[src/rtl/drs_pkg.sv]
// Shared types of the reordering DRAM scheduler.
// Assumes: command kinds are seen by neighbours as a 2-bit code.
package drs_pkg;

    typedef enum logic [1:0] {
        CMD_PRE = 2'd0,
        CMD_ACT = 2'd1,
        CMD_RD  = 2'd2,
        CMD_WR  = 2'd3
    } drs_cmd_e;

endpackage

[src/rtl/drs_bank_timer.sv]
// Tracks one DRAM bank: whether a row is open, which row, and the three
// countdowns (activate-to-column, activate-to-activate, precharge-to-activate).
// Assumes: the scheduler raises at most one of act_i / pre_i / col_i per cycle
// and only when the matching *_ok output allows it; all delays are >= 1.
module drs_bank_timer #(
    parameter int ROW_W = 8,
    parameter int T_RCD = 4,
    parameter int T_RC  = 12,
    parameter int T_RP  = 3,
    parameter int CNT_W = 7
) (
    input  logic             clk,
    input  logic             rst_n,
    input  logic             act_i,
    input  logic             pre_i,
    input  logic             col_i,
    input  logic [ROW_W-1:0] row_i,
    output logic             is_open_o,
    output logic [ROW_W-1:0] open_row_o,
    output logic             col_ok_o,
    output logic             act_ok_o
);

    logic             open_q;
    logic [ROW_W-1:0] row_q;
    logic [CNT_W-1:0] rcd_cnt;
    logic [CNT_W-1:0] rc_cnt;
    logic [CNT_W-1:0] rp_cnt;

    // Open/closed state and the row held in the sense amplifiers.
    always_ff @(posedge clk) begin
        if (!rst_n) begin
            open_q <= 1'b0;
            row_q  <= '0;
        end else if (act_i) begin
            open_q <= 1'b1;
            row_q  <= row_i;
        end else if (pre_i) begin
            open_q <= 1'b0;
        end
    end

    // Countdowns: reload on the starting command, then run down to zero.
    always_ff @(posedge clk) begin
        if (!rst_n) begin
            rcd_cnt <= '0;
            rc_cnt  <= '0;
            rp_cnt  <= '0;
        end else begin
            if (act_i)              rcd_cnt <= CNT_W'(T_RCD - 1);
            else if (rcd_cnt != '0) rcd_cnt <= rcd_cnt - CNT_W'(1);
            if (act_i)              rc_cnt  <= CNT_W'(T_RC - 1);
            else if (rc_cnt != '0)  rc_cnt  <= rc_cnt - CNT_W'(1);
            if (pre_i)              rp_cnt  <= CNT_W'(T_RP - 1);
            else if (rp_cnt != '0)  rp_cnt  <= rp_cnt - CNT_W'(1);
        end
    end

    assign is_open_o  = open_q;
    assign open_row_o = row_q;
    assign col_ok_o   = open_q && (rcd_cnt == '0);
    assign act_ok_o   = !open_q && (rc_cnt == '0) && (rp_cnt == '0);

    assert_act_after_trc_R3: assert property (@(posedge clk) disable iff (!rst_n)
        act_i |-> (rc_cnt == '0));
    assert_act_closed_trp_R4: assert property (@(posedge clk) disable iff (!rst_n)
        act_i |-> (!open_q && rp_cnt == '0));
    assert_pre_open_R4: assert property (@(posedge clk) disable iff (!rst_n)
        pre_i |-> open_q);
    assert_col_after_trcd_R2: assert property (@(posedge clk) disable iff (!rst_n)
        col_i |-> (open_q && rcd_cnt == '0));

endmodule

[src/rtl/drs_queue.sv]
// Age-ordered request queue. Slot 0 always holds the oldest request; a
// retired slot is closed up by shifting younger slots down, and a new
// request is written just behind the youngest survivor.
// Assumes: push only when not full; pop_idx names a live slot.
module drs_queue #(
    parameter int DEPTH  = 6,
    parameter int BANK_W = 2,
    parameter int ROW_W  = 8,
    parameter int COL_W  = 6,
    parameter int TAG_W  = 4,
    parameter int IDX_W  = 3,
    parameter int CNT_W  = 3
) (
    input  logic                         clk,
    input  logic                         rst_n,
    input  logic                         push,
    input  logic                         push_wr,
    input  logic [BANK_W-1:0]            push_bank,
    input  logic [ROW_W-1:0]             push_row,
    input  logic [COL_W-1:0]             push_col,
    input  logic [TAG_W-1:0]             push_tag,
    input  logic                         pop,
    input  logic [IDX_W-1:0]             pop_idx,
    output logic [DEPTH-1:0]             q_vld,
    output logic [DEPTH-1:0]             q_wr,
    output logic [DEPTH-1:0][BANK_W-1:0] q_bank,
    output logic [DEPTH-1:0][ROW_W-1:0]  q_row,
    output logic [DEPTH-1:0][COL_W-1:0]  q_col,
    output logic [DEPTH-1:0][TAG_W-1:0]  q_tag,
    output logic                         full
);

    logic [CNT_W-1:0]             count;
    logic [CNT_W-1:0]             cnt_mid;
    logic [DEPTH-1:0]             n_wr;
    logic [DEPTH-1:0][BANK_W-1:0] n_bank;
    logic [DEPTH-1:0][ROW_W-1:0]  n_row;
    logic [DEPTH-1:0][COL_W-1:0]  n_col;
    logic [DEPTH-1:0][TAG_W-1:0]  n_tag;

    // Next contents: close the gap left by a pop, then append a push.
    always_comb begin
        n_wr   = q_wr;
        n_bank = q_bank;
        n_row  = q_row;
        n_col  = q_col;
        n_tag  = q_tag;
        for (int i = 0; i < DEPTH - 1; i++) begin
            if (pop && (IDX_W'(i) >= pop_idx)) begin
                n_wr[i]   = q_wr[i+1];
                n_bank[i] = q_bank[i+1];
                n_row[i]  = q_row[i+1];
                n_col[i]  = q_col[i+1];
                n_tag[i]  = q_tag[i+1];
            end
        end
        cnt_mid = pop ? (count - CNT_W'(1)) : count;
        for (int i = 0; i < DEPTH; i++) begin
            if (push && (CNT_W'(i) == cnt_mid)) begin
                n_wr[i]   = push_wr;
                n_bank[i] = push_bank;
                n_row[i]  = push_row;
                n_col[i]  = push_col;
                n_tag[i]  = push_tag;
            end
        end
    end

    // Slot storage and occupancy count.
    always_ff @(posedge clk) begin
        if (!rst_n) begin
            count  <= '0;
            q_wr   <= '0;
            q_bank <= '0;
            q_row  <= '0;
            q_col  <= '0;
            q_tag  <= '0;
        end else begin
            count  <= cnt_mid + (push ? CNT_W'(1) : CNT_W'(0));
            q_wr   <= n_wr;
            q_bank <= n_bank;
            q_row  <= n_row;
            q_col  <= n_col;
            q_tag  <= n_tag;
        end
    end

    // Live-slot mask derived from the occupancy count.
    always_comb begin
        for (int i = 0; i < DEPTH; i++) q_vld[i] = (CNT_W'(i) < count);
    end

    assign full = (count == CNT_W'(DEPTH));

    assert_no_overflow_R1: assert property (@(posedge clk) disable iff (!rst_n)
        push |-> (count < CNT_W'(DEPTH)));
    assert_pop_live_R9: assert property (@(posedge clk) disable iff (!rst_n)
        pop |-> (CNT_W'(pop_idx) < count));

endmodule

[src/rtl/drs_picker.sv]
// Chooses the single command for this cycle from the queue and bank state.
// Column for the oldest request hitting a ready open row, else activate for
// the oldest request whose bank is closed and clear, else precharge of the
// bank of the oldest request that misses an open row no one else still hits.
// Assumes: slot 0 is the oldest; NUM_BANKS is a power of two.
module drs_picker #(
    parameter int DEPTH     = 6,
    parameter int NUM_BANKS = 4,
    parameter int BANK_W    = 2,
    parameter int ROW_W     = 8,
    parameter int IDX_W     = 3
) (
    input  logic [DEPTH-1:0]                q_vld,
    input  logic [DEPTH-1:0][BANK_W-1:0]    q_bank,
    input  logic [DEPTH-1:0][ROW_W-1:0]     q_row,
    input  logic [NUM_BANKS-1:0]            bk_open,
    input  logic [NUM_BANKS-1:0]            bk_col_ok,
    input  logic [NUM_BANKS-1:0]            bk_act_ok,
    input  logic [NUM_BANKS-1:0][ROW_W-1:0] bk_row,
    output logic                            sel_valid,
    output drs_pkg::drs_cmd_e               sel_kind,
    output logic [IDX_W-1:0]                sel_idx,
    output logic                            sel_pop
);
    import drs_pkg::*;

    logic [NUM_BANKS-1:0] has_hit;
    logic [NUM_BANKS-1:0] has_miss;
    logic [NUM_BANKS-1:0] need_pre;
    logic [DEPTH-1:0]     col_elig;
    logic [DEPTH-1:0]     act_elig;
    logic [DEPTH-1:0]     pre_elig;
    logic                 col_any, act_any, pre_any;
    logic [IDX_W-1:0]     col_idx, act_idx, pre_idx;

    // Per bank: does any queued request hit or miss the open row.
    always_comb begin
        has_hit  = '0;
        has_miss = '0;
        for (int i = 0; i < DEPTH; i++) begin
            if (q_vld[i]) begin
                if (q_row[i] == bk_row[q_bank[i]]) has_hit[q_bank[i]]  = 1'b1;
                else                               has_miss[q_bank[i]] = 1'b1;
            end
        end
        need_pre = bk_open & bk_col_ok & has_miss & ~has_hit;
    end

    // Per entry: which command kinds it could take right now.
    always_comb begin
        for (int i = 0; i < DEPTH; i++) begin
            col_elig[i] = q_vld[i] && bk_col_ok[q_bank[i]] && (q_row[i] == bk_row[q_bank[i]]);
            act_elig[i] = q_vld[i] && bk_act_ok[q_bank[i]];
            pre_elig[i] = q_vld[i] && need_pre[q_bank[i]];
        end
    end

    // Oldest eligible entry of each kind (lowest slot wins).
    always_comb begin
        col_any = 1'b0; act_any = 1'b0; pre_any = 1'b0;
        col_idx = '0;   act_idx = '0;   pre_idx = '0;
        for (int i = DEPTH - 1; i >= 0; i--) begin
            if (col_elig[i]) begin col_any = 1'b1; col_idx = IDX_W'(i); end
            if (act_elig[i]) begin act_any = 1'b1; act_idx = IDX_W'(i); end
            if (pre_elig[i]) begin pre_any = 1'b1; pre_idx = IDX_W'(i); end
        end
    end

    // Fixed priority among the three kinds.
    always_comb begin
        sel_valid = col_any || act_any || pre_any;
        sel_pop   = col_any;
        if (col_any) begin
            sel_idx  = col_idx;
            sel_kind = CMD_RD;
        end else if (act_any) begin
            sel_idx  = act_idx;
            sel_kind = CMD_ACT;
        end else begin
            sel_idx  = pre_idx;
            sel_kind = CMD_PRE;
        end
    end

endmodule

[src/rtl/dram_reorder_sched.sv]
// Top of the reordering DRAM scheduler: request queue, command picker and
// one timer per bank. Issues one abstract command per cycle and reports
// completion with the request's tag on the column command.
// Assumes: NUM_BANKS is a power of two; all delays fit TIMER_MAX.
module dram_reorder_sched #(
    parameter int NUM_BANKS = 4,
    parameter int ROW_W     = 8,
    parameter int COL_W     = 6,
    parameter int TAG_W     = 4,
    parameter int DEPTH     = 6,
    parameter int T_RCD     = 4,
    parameter int T_RC      = 12,
    parameter int T_RP      = 3,
    parameter int TIMER_MAX = 72,
    localparam int BANK_W   = $clog2(NUM_BANKS),
    localparam int IDX_W    = (DEPTH > 1) ? $clog2(DEPTH) : 1,
    localparam int CNT_W    = $clog2(DEPTH + 1),
    localparam int TMR_W    = $clog2(TIMER_MAX + 1)
) (
    input  logic              clk,
    input  logic              rst_n,
    input  logic              req_valid,
    output logic              req_ready,
    input  logic              req_write,
    input  logic [BANK_W-1:0] req_bank,
    input  logic [ROW_W-1:0]  req_row,
    input  logic [COL_W-1:0]  req_col,
    input  logic [TAG_W-1:0]  req_tag,
    output logic              cmd_valid,
    output logic [1:0]        cmd_kind,
    output logic [BANK_W-1:0] cmd_bank,
    output logic [ROW_W-1:0]  cmd_row,
    output logic [COL_W-1:0]  cmd_col,
    output logic              done_valid,
    output logic [TAG_W-1:0]  done_tag
);
    import drs_pkg::*;

    logic [DEPTH-1:0]                q_vld, q_wr;
    logic [DEPTH-1:0][BANK_W-1:0]    q_bank;
    logic [DEPTH-1:0][ROW_W-1:0]     q_row;
    logic [DEPTH-1:0][COL_W-1:0]     q_col;
    logic [DEPTH-1:0][TAG_W-1:0]     q_tag;
    logic                            q_full;
    logic [NUM_BANKS-1:0]            bk_open, bk_col_ok, bk_act_ok;
    logic [NUM_BANKS-1:0][ROW_W-1:0] bk_row;
    logic                            sel_valid, sel_pop;
    drs_cmd_e                        sel_kind;
    logic [IDX_W-1:0]                sel_idx;
    logic                            push;
    drs_cmd_e                        out_kind;

    assign push      = req_valid && !q_full;
    assign req_ready = !q_full;

    drs_queue #(
        .DEPTH(DEPTH), .BANK_W(BANK_W), .ROW_W(ROW_W), .COL_W(COL_W),
        .TAG_W(TAG_W), .IDX_W(IDX_W), .CNT_W(CNT_W)
    ) u_queue (
        .clk(clk), .rst_n(rst_n),
        .push(push), .push_wr(req_write), .push_bank(req_bank),
        .push_row(req_row), .push_col(req_col), .push_tag(req_tag),
        .pop(sel_pop), .pop_idx(sel_idx),
        .q_vld(q_vld), .q_wr(q_wr), .q_bank(q_bank), .q_row(q_row),
        .q_col(q_col), .q_tag(q_tag), .full(q_full)
    );

    drs_picker #(
        .DEPTH(DEPTH), .NUM_BANKS(NUM_BANKS), .BANK_W(BANK_W),
        .ROW_W(ROW_W), .IDX_W(IDX_W)
    ) u_picker (
        .q_vld(q_vld), .q_bank(q_bank), .q_row(q_row),
        .bk_open(bk_open), .bk_col_ok(bk_col_ok), .bk_act_ok(bk_act_ok),
        .bk_row(bk_row),
        .sel_valid(sel_valid), .sel_kind(sel_kind), .sel_idx(sel_idx),
        .sel_pop(sel_pop)
    );

    // Column direction comes from the chosen request's write flag.
    always_comb begin
        if (sel_kind == CMD_RD) out_kind = q_wr[sel_idx] ? CMD_WR : CMD_RD;
        else                    out_kind = sel_kind;
    end

    assign cmd_valid  = sel_valid;
    assign cmd_kind   = out_kind;
    assign cmd_bank   = q_bank[sel_idx];
    assign cmd_row    = q_row[sel_idx];
    assign cmd_col    = q_col[sel_idx];
    assign done_valid = sel_valid && sel_pop;
    assign done_tag   = q_tag[sel_idx];

    // One timer per bank, driven by the decoded command strobes.
    for (genvar g = 0; g < NUM_BANKS; g++) begin : g_bank
        logic hit_bank;
        assign hit_bank = sel_valid && (q_bank[sel_idx] == BANK_W'(g));

        drs_bank_timer #(
            .ROW_W(ROW_W), .T_RCD(T_RCD), .T_RC(T_RC), .T_RP(T_RP), .CNT_W(TMR_W)
        ) u_timer (
            .clk(clk), .rst_n(rst_n),
            .act_i(hit_bank && sel_kind == CMD_ACT),
            .pre_i(hit_bank && sel_kind == CMD_PRE),
            .col_i(hit_bank && sel_pop),
            .row_i(q_row[sel_idx]),
            .is_open_o(bk_open[g]),
            .open_row_o(bk_row[g]),
            .col_ok_o(bk_col_ok[g]),
            .act_ok_o(bk_act_ok[g])
        );
    end

    assert_done_on_column_R9: assert property (@(posedge clk) disable iff (!rst_n)
        done_valid |-> (cmd_valid && cmd_kind[1]));

endmodule

[config.mk]
export PLATFORM = sky130hd
export DESIGN_NAME = dram_reorder_sched
export DESIGN_NICKNAME = d
export VERILOG_FILES = /design/src/rtl/drs_pkg.sv /design/src/rtl/drs_bank_timer.sv /design/src/rtl/drs_queue.sv /design/src/rtl/drs_picker.sv /design/src/rtl/dram_reorder_sched.sv
export SDC_FILE = /design/constraint.sdc
export NUM_CORES = 1
export LEC_CHECK = 0
export BUFFER_PORTS_ARGS = -buffer_cell sky130_fd_sc_hd__buf_2
export CORE_UTILIZATION = 45
export CTS_CLUSTER_SIZE = 20
export DETAILED_ROUTE_END_ITERATION = 8
export GPL_ROUTABILITY_DRIVEN = 0
export SLEW_MARGIN = 20
export SYNTH_ARGS = -nofsm -noshare
export SYNTH_HDL_FRONTEND = slang
export SYNTH_SLANG_ARGS = --single-unit
[constraint.sdc]
create_clock -name clk -period 9.5 [get_ports clk]
set_clock_uncertainty 0.1 [all_clocks]
set_input_delay 0.95 -clock clk [delete_from_list [all_inputs] [get_ports clk]]
set_output_delay 0.95 -clock clk [all_outputs]
set_load 0.01 [all_outputs]
==> results of run 1 <==
-- sequential cells by signal, indices dropped and copies added, names as in the netlist --
signal,count
g_bank.u_timer.open_row_o,32
g_bank.u_timer.rcd_cnt,28
u_queue.q_tag,24
u_queue.q_row,48
u_queue.q_bank,12
g_bank.u_timer.rp_cnt,28
g_bank.u_timer.rc_cnt,28
u_queue.count,3
g_bank.u_timer.is_open_o,4
u_queue.q_col,36
u_queue.q_wr,6
-- power groups by stage --
stage               Clock, W  Combinational [W]  Sequential [W]
global placement           0            0.00141         0.00138
global route         0.00118            0.00162         0.00139
detailed placement         0            0.00145         0.00139
finish               0.00111            0.00146         0.00137
CTS                  0.00113            0.00145         0.00137
floorplan                  0            0.00113         0.00134
-- path summary, 6_finish.rpt --
kind / cells after the start / slack, ns / from / to
hold reg to reg: 2 / 0.36 / g_bank[2].u_timer.rc_cnt[6]$_SDFFE_PP0P_ / g_bank[2].u_timer.rc_cnt[6]$_SDFFE_PP0P_
hold / removal: 2 / 0.36 / g_bank[2].u_timer.rc_cnt[6]$_SDFFE_PP0P_ / g_bank[2].u_timer.rc_cnt[6]$_SDFFE_PP0P_
setup / recovery: 15 / 1.67 / u_queue.q_bank[1]$_SDFFE_PN0P_ / cmd_row[1]
setup reg to reg: 17 / 2.26 / u_queue.q_bank[1]$_SDFFE_PN0P_ / g_bank[3].u_timer.open_row_o[3]$_SDFFE_PN0P_
-- layer usage --
metal	wire length (µm)	vias to the layer above	global-route usage
met1	19900	6370	0.346
met2	20200	593	0.408
met4	2160	0	0.118
met5	0	-	0
met3	3160	162	0.0340
li1	-	6265	-
-- stage by stage --
step	instances	utilization
global route	2147	0.504
global placement	2092	0.474
floorplan	1689	-
CTS	2144	0.503
detailed placement	2092	0.474
finish	2147	0.504
-- cells in the final DEF, fill, tap and decap left out, drive strengths merged, types with 5 or more instances in the layout --
cell type,n
a31oi,27
o221ai,5
dfxtp,249
mux2i,178
xnor2,84
nor3,50
o22ai,5
a22oi,20
o311ai,7
and4,14
and3,12
a311oi,10
clkinv,7
o21ai,22
a21oi,29
mux2,6
a211oi,119
o31ai,6
or3,22
nand3,28
a22o,20
buf,78
o21a,15
or3b,9
nand4,27
ha,18
nor2,210
o32ai,6
and2,6
nor4,22
o2111ai,6
clkbuf,45
mux4,54
nor3b,5
or4,6
inv,43
xor2,29
a2111oi,7
nand2,136
-- cells by family (layout without fill, tap and decap cells) --
kind of cell	after synthesis	in the layout
flops	249	249
fa+ha+maj	18	18
xor+xnor	113	113
buf+inv	166	175
mux	238	238
simple gates	570	570
other cells	0	1
compound gates	335	335
-- cell usage after synthesis (5+ instances only) --
cell / count
dfxtp_1: 249
nor2_1: 205
mux2i_1: 178
nand2_1: 135
a211oi_1: 117
clkbuf_1: 92
xnor2_1: 84
mux4_2: 54
nor3_1: 48
inv_1: 41
a21oi_1: 29
xor2_1: 29
nand3_1: 27
a31oi_1: 26
nand4_1: 26
or3_1: 22
a22o_1: 20
a22oi_1: 19
nor4_1: 19
o21ai_0: 19
ha_1: 18
o21a_1: 15
and4_1: 14
and3_1: 12
buf_2: 12
a311oi_1: 10
buf_1: 7
or3b_1: 7
buf_4: 6
mux2_2: 6
o32ai_1: 6
or4_1: 6
a2111oi_0: 5
and2_1: 5
nor3b_1: 5
o221ai_1: 5
o22ai_1: 5
o31ai_1: 5
-- tightest hold or removal path, cell delays in order (launching register included) --
cell and delay, ns:
dfxtp_1 0.31, o31ai_1 0.06, nor3_1 0.04
-- area by class of cell --
type | count | share of cell area
Multi-Input combinational cell | 1274 | 0.575
Sequential cell | 249 | 0.295
Clock buffer | 45 | 0.0512
Tap cell | 448 | 0.0331
Timing Repair Buffer | 78 | 0.0299
Inverter | 45 | 0.0101
Clock inverter | 7 | 0.00525
Antenna cell | 1 | 0.000148
==> results.tsv, run 1 <==
stage	metric	value	unit
run_status	run_status	finished, final reports clean	
die	die_h	187	µm
yosys	synth_cell_types	89	
cts	cts_root_buf	clkbuf_16	
placed_design	io_buffers	48	
pwr	pwr-share-comb	0.371	
die	dieArea	0.0348	mm²
pwr	power_density	233	mW/mm²
die	dieWidth	187	µm
pwr	irDropWorstVdd	134	µV
detailed_routing	vias	13400	
yosys	synthAdderAreaFrac	0.0147	
timing	finalCritPeriodShare	0.824	
yosys	synth_top_family_by_area	multiplexers	
timing	drv_slew	0	
yosys	ys_seq_elements	249	
run	cap_violations	0	
finish	postLayoutCellArea	0.0169	mm²
pwr	finalPower	0.00394	W
worst_setup_path	end_kind	output port	
yosys	yosys.area_share.simple	0.184	
yosys	syn-cell-area	0.0153	mm²
timing	rsz0062_at_grt	no	
die	io-pin-count	49	
pwr	swShare	0.364	
pwr	intPower	0.00250	W
yosys	synth_xor_area_frac	0.0645	
placed_design	dpl.hpwl	31000	µm
detailed_routing	wirelength	45400	µm
yosys	synth_top_area_frac	0.325	
timing	worst_slack	1.67	ns
detailed_routing	ant_nets	0	
yosys	synth_area_per_cell	9.08	µm²
worst_setup_path	crit_arrival	6.78	ns
global_route	grt_pass1_vias	12700	
cts	htreeDepth	1	
timing	worst_pin_slew	1.10	ns
cts	postCtsSetupBuffers	0	
finish	multi_input_area	0.00973	mm²
global_route	grt_antenna_before_repair	1	
worst_setup_path	crit_fanout	28	
cts	cts_resized	0	
min_path	hold_path_class	reg -> reg	
pwr	p_clk_frac	0.281	
timing	setup_tns	0	ns
worst_setup_path	cpMaxStageDelayCell	dfxtp_1	
worst_setup_path	worst-endpoint-required	8.45	ns
yosys	ys_seq_area_frac	0.325	
detailed_routing	vias_per_cell	6.24	
worst_setup_path	crit_chain	mux4_2, xnor2_1, nand4_1, a2111oi_0, a2111oi_2, nand3_1, nor3_1, or3b_2, nand4bb_4, o41ai_4, buf_4, a22o_1, a211oi_1, a31oi_1, buf_2	
cts	clkLatencyLatePin	0.55	ns
die	num_rows	67	
worst_setup_path	cpPeakStageDelay	1.03	ns
timing	holdWs	0.360	ns
global_route	grt_first_pass_wirelength	72600	µm
placed_design	placed_cell_area	0.0159	mm²
cts	cts_sinks	249	
yosys	synth_top_flop_cell	dfxtp_1	
yosys	synth_edf_count	0	
timing	hold_viol_final	0	
detailed_routing	wire_per_inst	21.1	µm
detailed_routing	drc	0	
finish	layout-drive-gt1-share	0.130	
yosys	synth-async-reset-ratio	0	
yosys	ys_top_cells_by_area	dfxtp_1 (32%), mux2i_1 (12%), mux4_2 (7.9%)	
cts	numCtsBuffers	29	
finish	regArea	0.00499	mm²
timing	finalSetupViolations	0	
die	start_util	0.457	
cts	cts.path.max_buffers	3	
global_route	track_usage	0.257	
detailed_routing	dr.first_iter.drc_count	1253	
cts	path_clk_slew	0.06	ns
pwr	switchingPower	0.00143	W
global_route	grt_max_degree	82	
global_route	gr-total-overflow	0	
worst_setup_path	startpoint_type	flop	
timing	slew_headroom	0.267	
finish	nets	1719	
yosys	yosysWarningCount	0	
finish	num-fill-cells	3159	
cts	cts_hold_buffers	0	
worst_setup_path	crit_family	compound AO/OA/AOI/OAI gates	
pwr	p_leak	6.52	nW
die	core	0.0335	mm²
timing	clock.fmax	0.128	GHz
worst_setup_path	crit_type	reg -> out	
yosys	synth_top_area_cell	dfxtp_1	
yosys	synth_compound_area_frac	0.167	
cts	cts_tree	done	
pwr	p_seq_frac	0.348	
yosys	synthCells	1689	
detailed_routing	drt_first_pass_iters	6	
worst_setup_path	path_buf_inv	2	
placed_design	post-place-ws	2.18	ns
finish	syn2layout_area_growth	10.3	%
timing	post-route-min-period	7.83	ns
yosys	syn_nets	1731	
yosys	synth_mux_area_frac	0.200	
No activity file was read; power rests on OpenSTA's default activity.
==> run 2, diff against run 1 <==
clock period = 7.6 ns   (was 9.5 ns; I/O delays follow)
==> results.tsv, run 2 (synthesis gave the netlist of run 1 again) <==
stage	metric	value	unit
run_status	run_status	finished, final reports clean	
worst_setup_path	worst-endpoint-required	6.74	ns
timing	finalCritPeriodShare	0.952	
timing	slew_headroom	0.287	
detailed_routing	wl_met2	20400	µm
worst_setup_path	crit_family	compound AO/OA/AOI/OAI gates	
worst_setup_path	startpoint_type	flop	
timing	clock.fmax	0.138	GHz
finish	num_antenna_cells	0	
cts	cts_root_buf	clkbuf_16	
die	io-pin-count	49	
global_route	grt_pass1_vias	13100	
detailed_routing	ant_nets	0	
detailed_routing	drt_first_pass_iters	6	
global_route	grt_max_degree	78	
detailed_routing	wirelength	45800	µm
die	core	0.0335	mm²
detailed_routing	met1_length	20100	µm
finish	syn2layout_area_growth	10.3	%
cts	clkLatencyLatePin	0.55	ns
min_path	hp-start	g_bank[3].u_timer.rp_cnt[6]$_SDFFE_PP0P_	
min_path	hold_path_class	reg -> reg	
finish	regMostFlops	u_queue.q_row	
cts	cts_resized	0	
finish	most-common-layout-cells	dfxtp_1 (249), nor2_1 (205), mux2i_1 (178)	
worst_setup_path	r2r-start	u_queue.q_bank[7]$_SDFFE_PN0P_	
placed_design	placed_cell_area	0.0160	mm²
cts	numCtsBuffers	29	
detailed_routing	vias_per_cell	6.27	
cts	cts_sinks	249	
placed_design	io_buffers	48	
timing	drv_slew	0	
worst_setup_path	cpPeakStageDelay	1.00	ns
run	cap_violations	0	
detailed_routing	wire_per_inst	21.3	µm
pwr	irDropWorstVdd	196	µV
cts	cts_tree	done	
detailed_routing	vias	13500	
die	die_h	187	µm
timing	rsz0062_at_grt	no	
worst_setup_path	crit_chain	mux4_2, xnor2_1, nand4_1, nor2_2, nor4_1, or4_1, and2_4, o311ai_4, o211ai_1, a21oi_4, buf_4, a22o_1, a211oi_1, a31oi_1, buf_2	
cts	htreeDepth	1	
pwr	p_clk_frac	0.277	
finish	layout-drive-gt1-share	0.133	
worst_setup_path	crit_arrival	6.37	ns
detailed_routing	dr_wl_met3	3240	µm
worst_setup_path	path_buf_inv	2	
global_route	grt_antenna_before_repair	0	
worst_setup_path	crit_fanout	18	
finish	largest_register_ffs	48	
timing	setup_tns	0	ns
finish	nets	1724	
global_route	track_usage	0.260	
cts	path_clk_slew	0.06	ns
finish	layout_commonest_cell	dfxtp_1	
pwr	power_density	291	mW/mm²
placed_design	dpl.hpwl	31600	µm
pwr	switchingPower	0.00181	W
detailed_routing	dr.first_iter.drc_count	1465	
global_route	grt_first_pass_wirelength	73400	µm
pwr	intPower	0.00310	W
die	dieWidth	187	µm
worst_setup_path	end_kind	output port	
timing	hold_viol_final	0	
detailed_routing	drc	0	
detailed_routing	top_layer	met4	
worst_setup_path	crit_type	reg -> out	
finish	multi_input_area	0.00973	mm²
die	dieArea	0.0348	mm²
timing	post-route-min-period	7.23	ns
global_route	gr-total-overflow	0	
pwr	p_leak	6.53	nW
finish	regArea	0.00498	mm²
die	start_util	0.457	
finish	num-fill-cells	3133	
cts	postCtsSetupBuffers	0	
pwr	pwr-share-comb	0.374	
pwr	swShare	0.369	
die	num_rows	67	
cts	cts.path.max_buffers	3	
pwr	p_seq_frac	0.349	
worst_setup_path	cp-startpoint	u_queue.q_bank[11]$_SDFFE_PN0P_	
timing	finalSetupViolations	0	
timing	worst_pin_slew	1.04	ns
finish	postLayoutCellArea	0.0169	mm²
worst_setup_path	cpMaxStageDelayCell	dfxtp_1	
cts	cts_hold_buffers	0	
==> run 2: cell count changes in the layout (fill, tap and decap cells not counted), sizes merged <==
cell | before | now
inv | 43 | 44
buf | 78 | 83
bufinv | 2 | 0
diode | 1 | 0
clkinv | 7 | 6
clkbuf | 45 | 47
==> run 2: path summary, 6_finish.rpt <==
path | cells after the start | to | slack [ns]
worst max register to register | 17 | g_bank[0].u_timer.open_row_o[0]$_SDFFE_PN0P_ | 1.12
worst max-delay path | 15 | cmd_row[7] | 0.37
worst min-delay path | 2 | g_bank[3].u_timer.rp_cnt[6]$_SDFFE_PP0P_ | 0.36
worst min register to register | 2 | g_bank[3].u_timer.rp_cnt[6]$_SDFFE_PP0P_ | 0.36
==> run 2: worst register-to-register path: cells and delay by family, from the launching register on <==
| family | cells | cell delay [ns] |
|---|---|---|
| and+or+nand+nor | 8 | 2.05 |
| DFF | 1 | 0.92 |
| muxes | 2 | 0.86 |
| AOI/OAI and AO/OA | 4 | 1.69 |
| buffers and inverters | 2 | 0.63 |
| xor gates and xnor gates | 1 | 0.16 |
==> run 2: per-stage QoR <==
stage	util	hold slack (ns)	worst slack (ns)	cells	power, W
finish	0.505	0.356	0.365	2151	0.00492
global placement	0.476	0.337	1.18	2099	0.00351
global route	0.505	0.382	0.0673	2151	0.00523
floorplan	-	0.328	2.18	1689	0.00309
CTS	0.505	0.352	0.514	2151	0.00494
detailed placement	0.476	0.342	1.12	2099	0.00356
==> run 2: layout make-up <==
type                    instances  area share
clock buffers                  47      0.0540
flip-flops and latches        249       0.295
inverters                      45      0.0101
well taps                     448      0.0331
clock inverters                 5     0.00170
repair buffers                 83      0.0312
multi-input cells            1274       0.575
==> run 2: routing by layer <==
layer | GRT usage | vias to the layer above
met5 | 0 | -
met4 | 0.115 | 0
met3 | 0.0365 | 174
met2 | 0.414 | 612
met1 | 0.351 | 6425
li1 | - | 6284
==> run 2: power groups by stage <==
| stage | Combinational, W | Sequential [W] | Clock [W] |
|---|---|---|---|
| finish | 0.00184 | 0.00172 | 0.00136 |
| global route | 0.00204 | 0.00174 | 0.00145 |
| CTS | 0.00183 | 0.00171 | 0.00140 |
| detailed placement | 0.00182 | 0.00174 | 0 |
| global placement | 0.00178 | 0.00173 | 0 |
| floorplan | 0.00142 | 0.00167 | 0 |
==> run 3, diff against run 2 <==
CORE_MARGIN = 2   (was not set)
GPL_TIMING_DRIVEN = 0   (was not set)
==> results.tsv, run 3 (synthesis gave the netlist of run 1 again) <==
stage	metric	value	unit
run_status	run_status	finished, final reports clean	
run	cap_violations	0	
timing	post-route-min-period	7.51	ns
pwr	swShare	0.374	
pwr	switchingPower	0.00188	W
finish	final_core_util	0.511	
die	dieArea	0.0356	mm²
pwr	irDropWorstVdd	164	µV
global_route	gr-total-overflow	0	
finish	layout-drive-gt1-share	0.122	
detailed_routing	wire_per_inst	23.2	µm
detailed_routing	dr.first_iter.drc_count	1412	
timing	clock.fmax	0.133	GHz
finish	most-common-layout-cells	dfxtp_1 (249), nor2_1 (205), mux2i_1 (178)	
pwr	p_clk_frac	0.280	
cts	cts_tree	done	
placed_design	dpl.hpwl	38800	µm
pwr	p_seq_frac	0.338	
pwr	intPower	0.00315	W
die	core	0.0335	mm²
worst_setup_path	worst-endpoint-required	6.74	ns
finish	syn2layout_area_growth	11.6	%
detailed_routing	vias_per_cell	6.33	
global_route	grt_antenna_before_repair	2	
detailed_routing	ant_nets	0	
finish	num-fill-cells	3191	
worst_setup_path	crit_fanout	10	
die	die_h	189	µm
timing	setup_tns	0	ns
worst_setup_path	startpoint_type	flop	
placed_design	post-place-ws	0.305	ns
timing	hold_viol_final	0	
worst_setup_path	r2r_slack	1.18	ns
cts	cts.path.max_buffers	3	
worst_setup_path	crit_arrival	6.65	ns
timing	worst_slack	0.0874	ns
finish	largest_register_ffs	48	
worst_setup_path	r2r-start	u_queue.q_bank[10]$_SDFFE_PN0P_	
worst_setup_path	crit_end	cmd_row[1]	
worst_setup_path	rr_endpoint	g_bank[2].u_timer.open_row_o[7]$_SDFFE_PN0P_	
die	io-pin-count	49	
cts	postCtsSetupBuffers	0	
die	num_rows	67	
cts	numCtsBuffers	28	
detailed_routing	drt_first_pass_iters	7	
die	dieWidth	189	µm
placed_design	io_buffers	48	
cts	cts_sinks	249	
cts	path_clk_slew	0.06	ns
pwr	pwr-share-comb	0.382	
global_route	grt_pass1_vias	13300	
cts	clkLatencyLatePin	0.56	ns
pwr	power_density	294	mW/mm²
finish	regMostFlops	u_queue.q_row	
detailed_routing	drc	0	
finish	layout_commonest_cell	dfxtp_1	
worst_setup_path	crit_type	reg -> out	
timing	slew_headroom	0.243	
pwr	p_leak	6.59	nW
global_route	grt_first_pass_wirelength	79800	µm
cts	cts_resized	3	
cts	htreeDepth	1	
die	start_util	0.457	
timing	finalCritPeriodShare	0.989	
detailed_routing	wirelength	51900	µm
min_path	hold_path_class	reg -> reg	
cts	cts_root_buf	clkbuf_16	
worst_setup_path	rr_worst_depth	16	
timing	finalSetupViolations	0	
global_route	track_usage	0.287	
timing	worst_pin_slew	1.14	ns
timing	drv_slew	0	
timing	rsz0062_at_grt	no	
worst_setup_path	cp-startpoint	u_queue.q_bank[10]$_SDFFE_PN0P_	
finish	nets	1809	
worst_setup_path	end_kind	output port	
detailed_routing	vias	14100	
cts	cts_hold_buffers	0	
global_route	grt_max_degree	14	
-- run 3: changes by cell type in the layout (fill, tap and decap cells not counted), sizes merged --
| cell | before | now |
|---|---|---|
| buf | 83 | 77 |
| bufinv | 0 | 4 |
| clkbuf | 47 | 129 |
| clkinv | 6 | 7 |
| clkinvlp | 0 | 2 |
| diode | 0 | 1 |
| inv | 44 | 43 |
-- run 3: final cells by class --
type	count	area [µm²]	area share
flip-flops and latches	249	4980	0.291
well taps	448	561	0.0327
diodes	1	2.50	0.000146
clock inverters	11	160	0.00935
repair buffers	48	240	0.0140
plain buffers	121	532	0.0311
inverters	45	169	0.00986
clock buffers	37	786	0.0459
multi-input cells	1274	9690	0.566
-- run 3: worst min-delay path by stage --
stage | cells after the start | endpoint | slack, ns | start
2_1_floorplan | 2 | g_bank[0].u_timer.rcd_cnt[6]$_SDFFE_PP0P_ | 0.33 | g_bank[0].u_timer.rcd_cnt[6]$_SDFFE_PP0P_
3_3_place_gp | 2 | g_bank[0].u_timer.rcd_cnt[6]$_SDFFE_PP0P_ | 0.34 | g_bank[0].u_timer.rcd_cnt[6]$_SDFFE_PP0P_
3_5_place_dp | 2 | g_bank[0].u_timer.rcd_cnt[6]$_SDFFE_PP0P_ | 0.34 | g_bank[0].u_timer.rcd_cnt[6]$_SDFFE_PP0P_
4_1_cts | 2 | g_bank[0].u_timer.rcd_cnt[6]$_SDFFE_PP0P_ | 0.35 | g_bank[0].u_timer.rcd_cnt[6]$_SDFFE_PP0P_
5_1_grt | 2 | g_bank[0].u_timer.rcd_cnt[6]$_SDFFE_PP0P_ | 0.38 | g_bank[0].u_timer.rcd_cnt[6]$_SDFFE_PP0P_
6_report | 2 | g_bank[0].u_timer.rcd_cnt[6]$_SDFFE_PP0P_ | 0.35 | g_bank[0].u_timer.rcd_cnt[6]$_SDFFE_PP0P_
-- run 3: power groups by stage --
| stage | registers, W | logic, W | clock network [W] |
|---|---|---|---|
| detailed placement | 0.00172 | 0.00188 | 0 |
| CTS | 0.00170 | 0.00189 | 0.00143 |
| floorplan | 0.00167 | 0.00142 | 0 |
| finish | 0.00170 | 0.00192 | 0.00141 |
| global route | 0.00173 | 0.00212 | 0.00148 |
| global placement | 0.00172 | 0.00184 | 0 |
-- run 3: through the flow --
| step | hold slack [ns] | total power, W | instances | area, µm² |
|---|---|---|---|---|
| final | 0.353 | 0.00503 | 2234 | 17100 |
| after global routing | 0.382 | 0.00532 | 2233 | 17100 |
| after CTS | 0.351 | 0.00502 | 2233 | 17100 |
| after detailed placement | 0.343 | 0.00360 | 2185 | 16100 |
| after global placement | 0.336 | 0.00356 | 2185 | 16100 |
| after floorplan | 0.328 | 0.00309 | 1689 | 15300 |
-- run 3: critical path: stages (launching register included) --
cell	delay (ns)
dfxtp_1	0.58
buf_2	0.48
mux4_2	0.40
xnor2_1	0.19
nand4_1	0.39
nor2_4	0.40
nor4_1	0.15
or4_1	0.59
and2_4	0.20
a221o_1	0.36
nand4bb_4	0.24
o41ai_4	0.56
clkbuf_1	0.57
a22oi_1	0.15
a31oi_1	0.55
buf_2	0.25
-- run 3: routing by layer --
metal | share of wire | vias to the layer above | GRT usage
li1 | - | 6446 | -
met1 | 0.43 | 6847 | 0.406
met2 | 0.44 | 692 | 0.444
met3 | 0.088 | 146 | 0.0451
met4 | 0.039 | 2 | 0.101
met5 | 0.00021 | - | 0
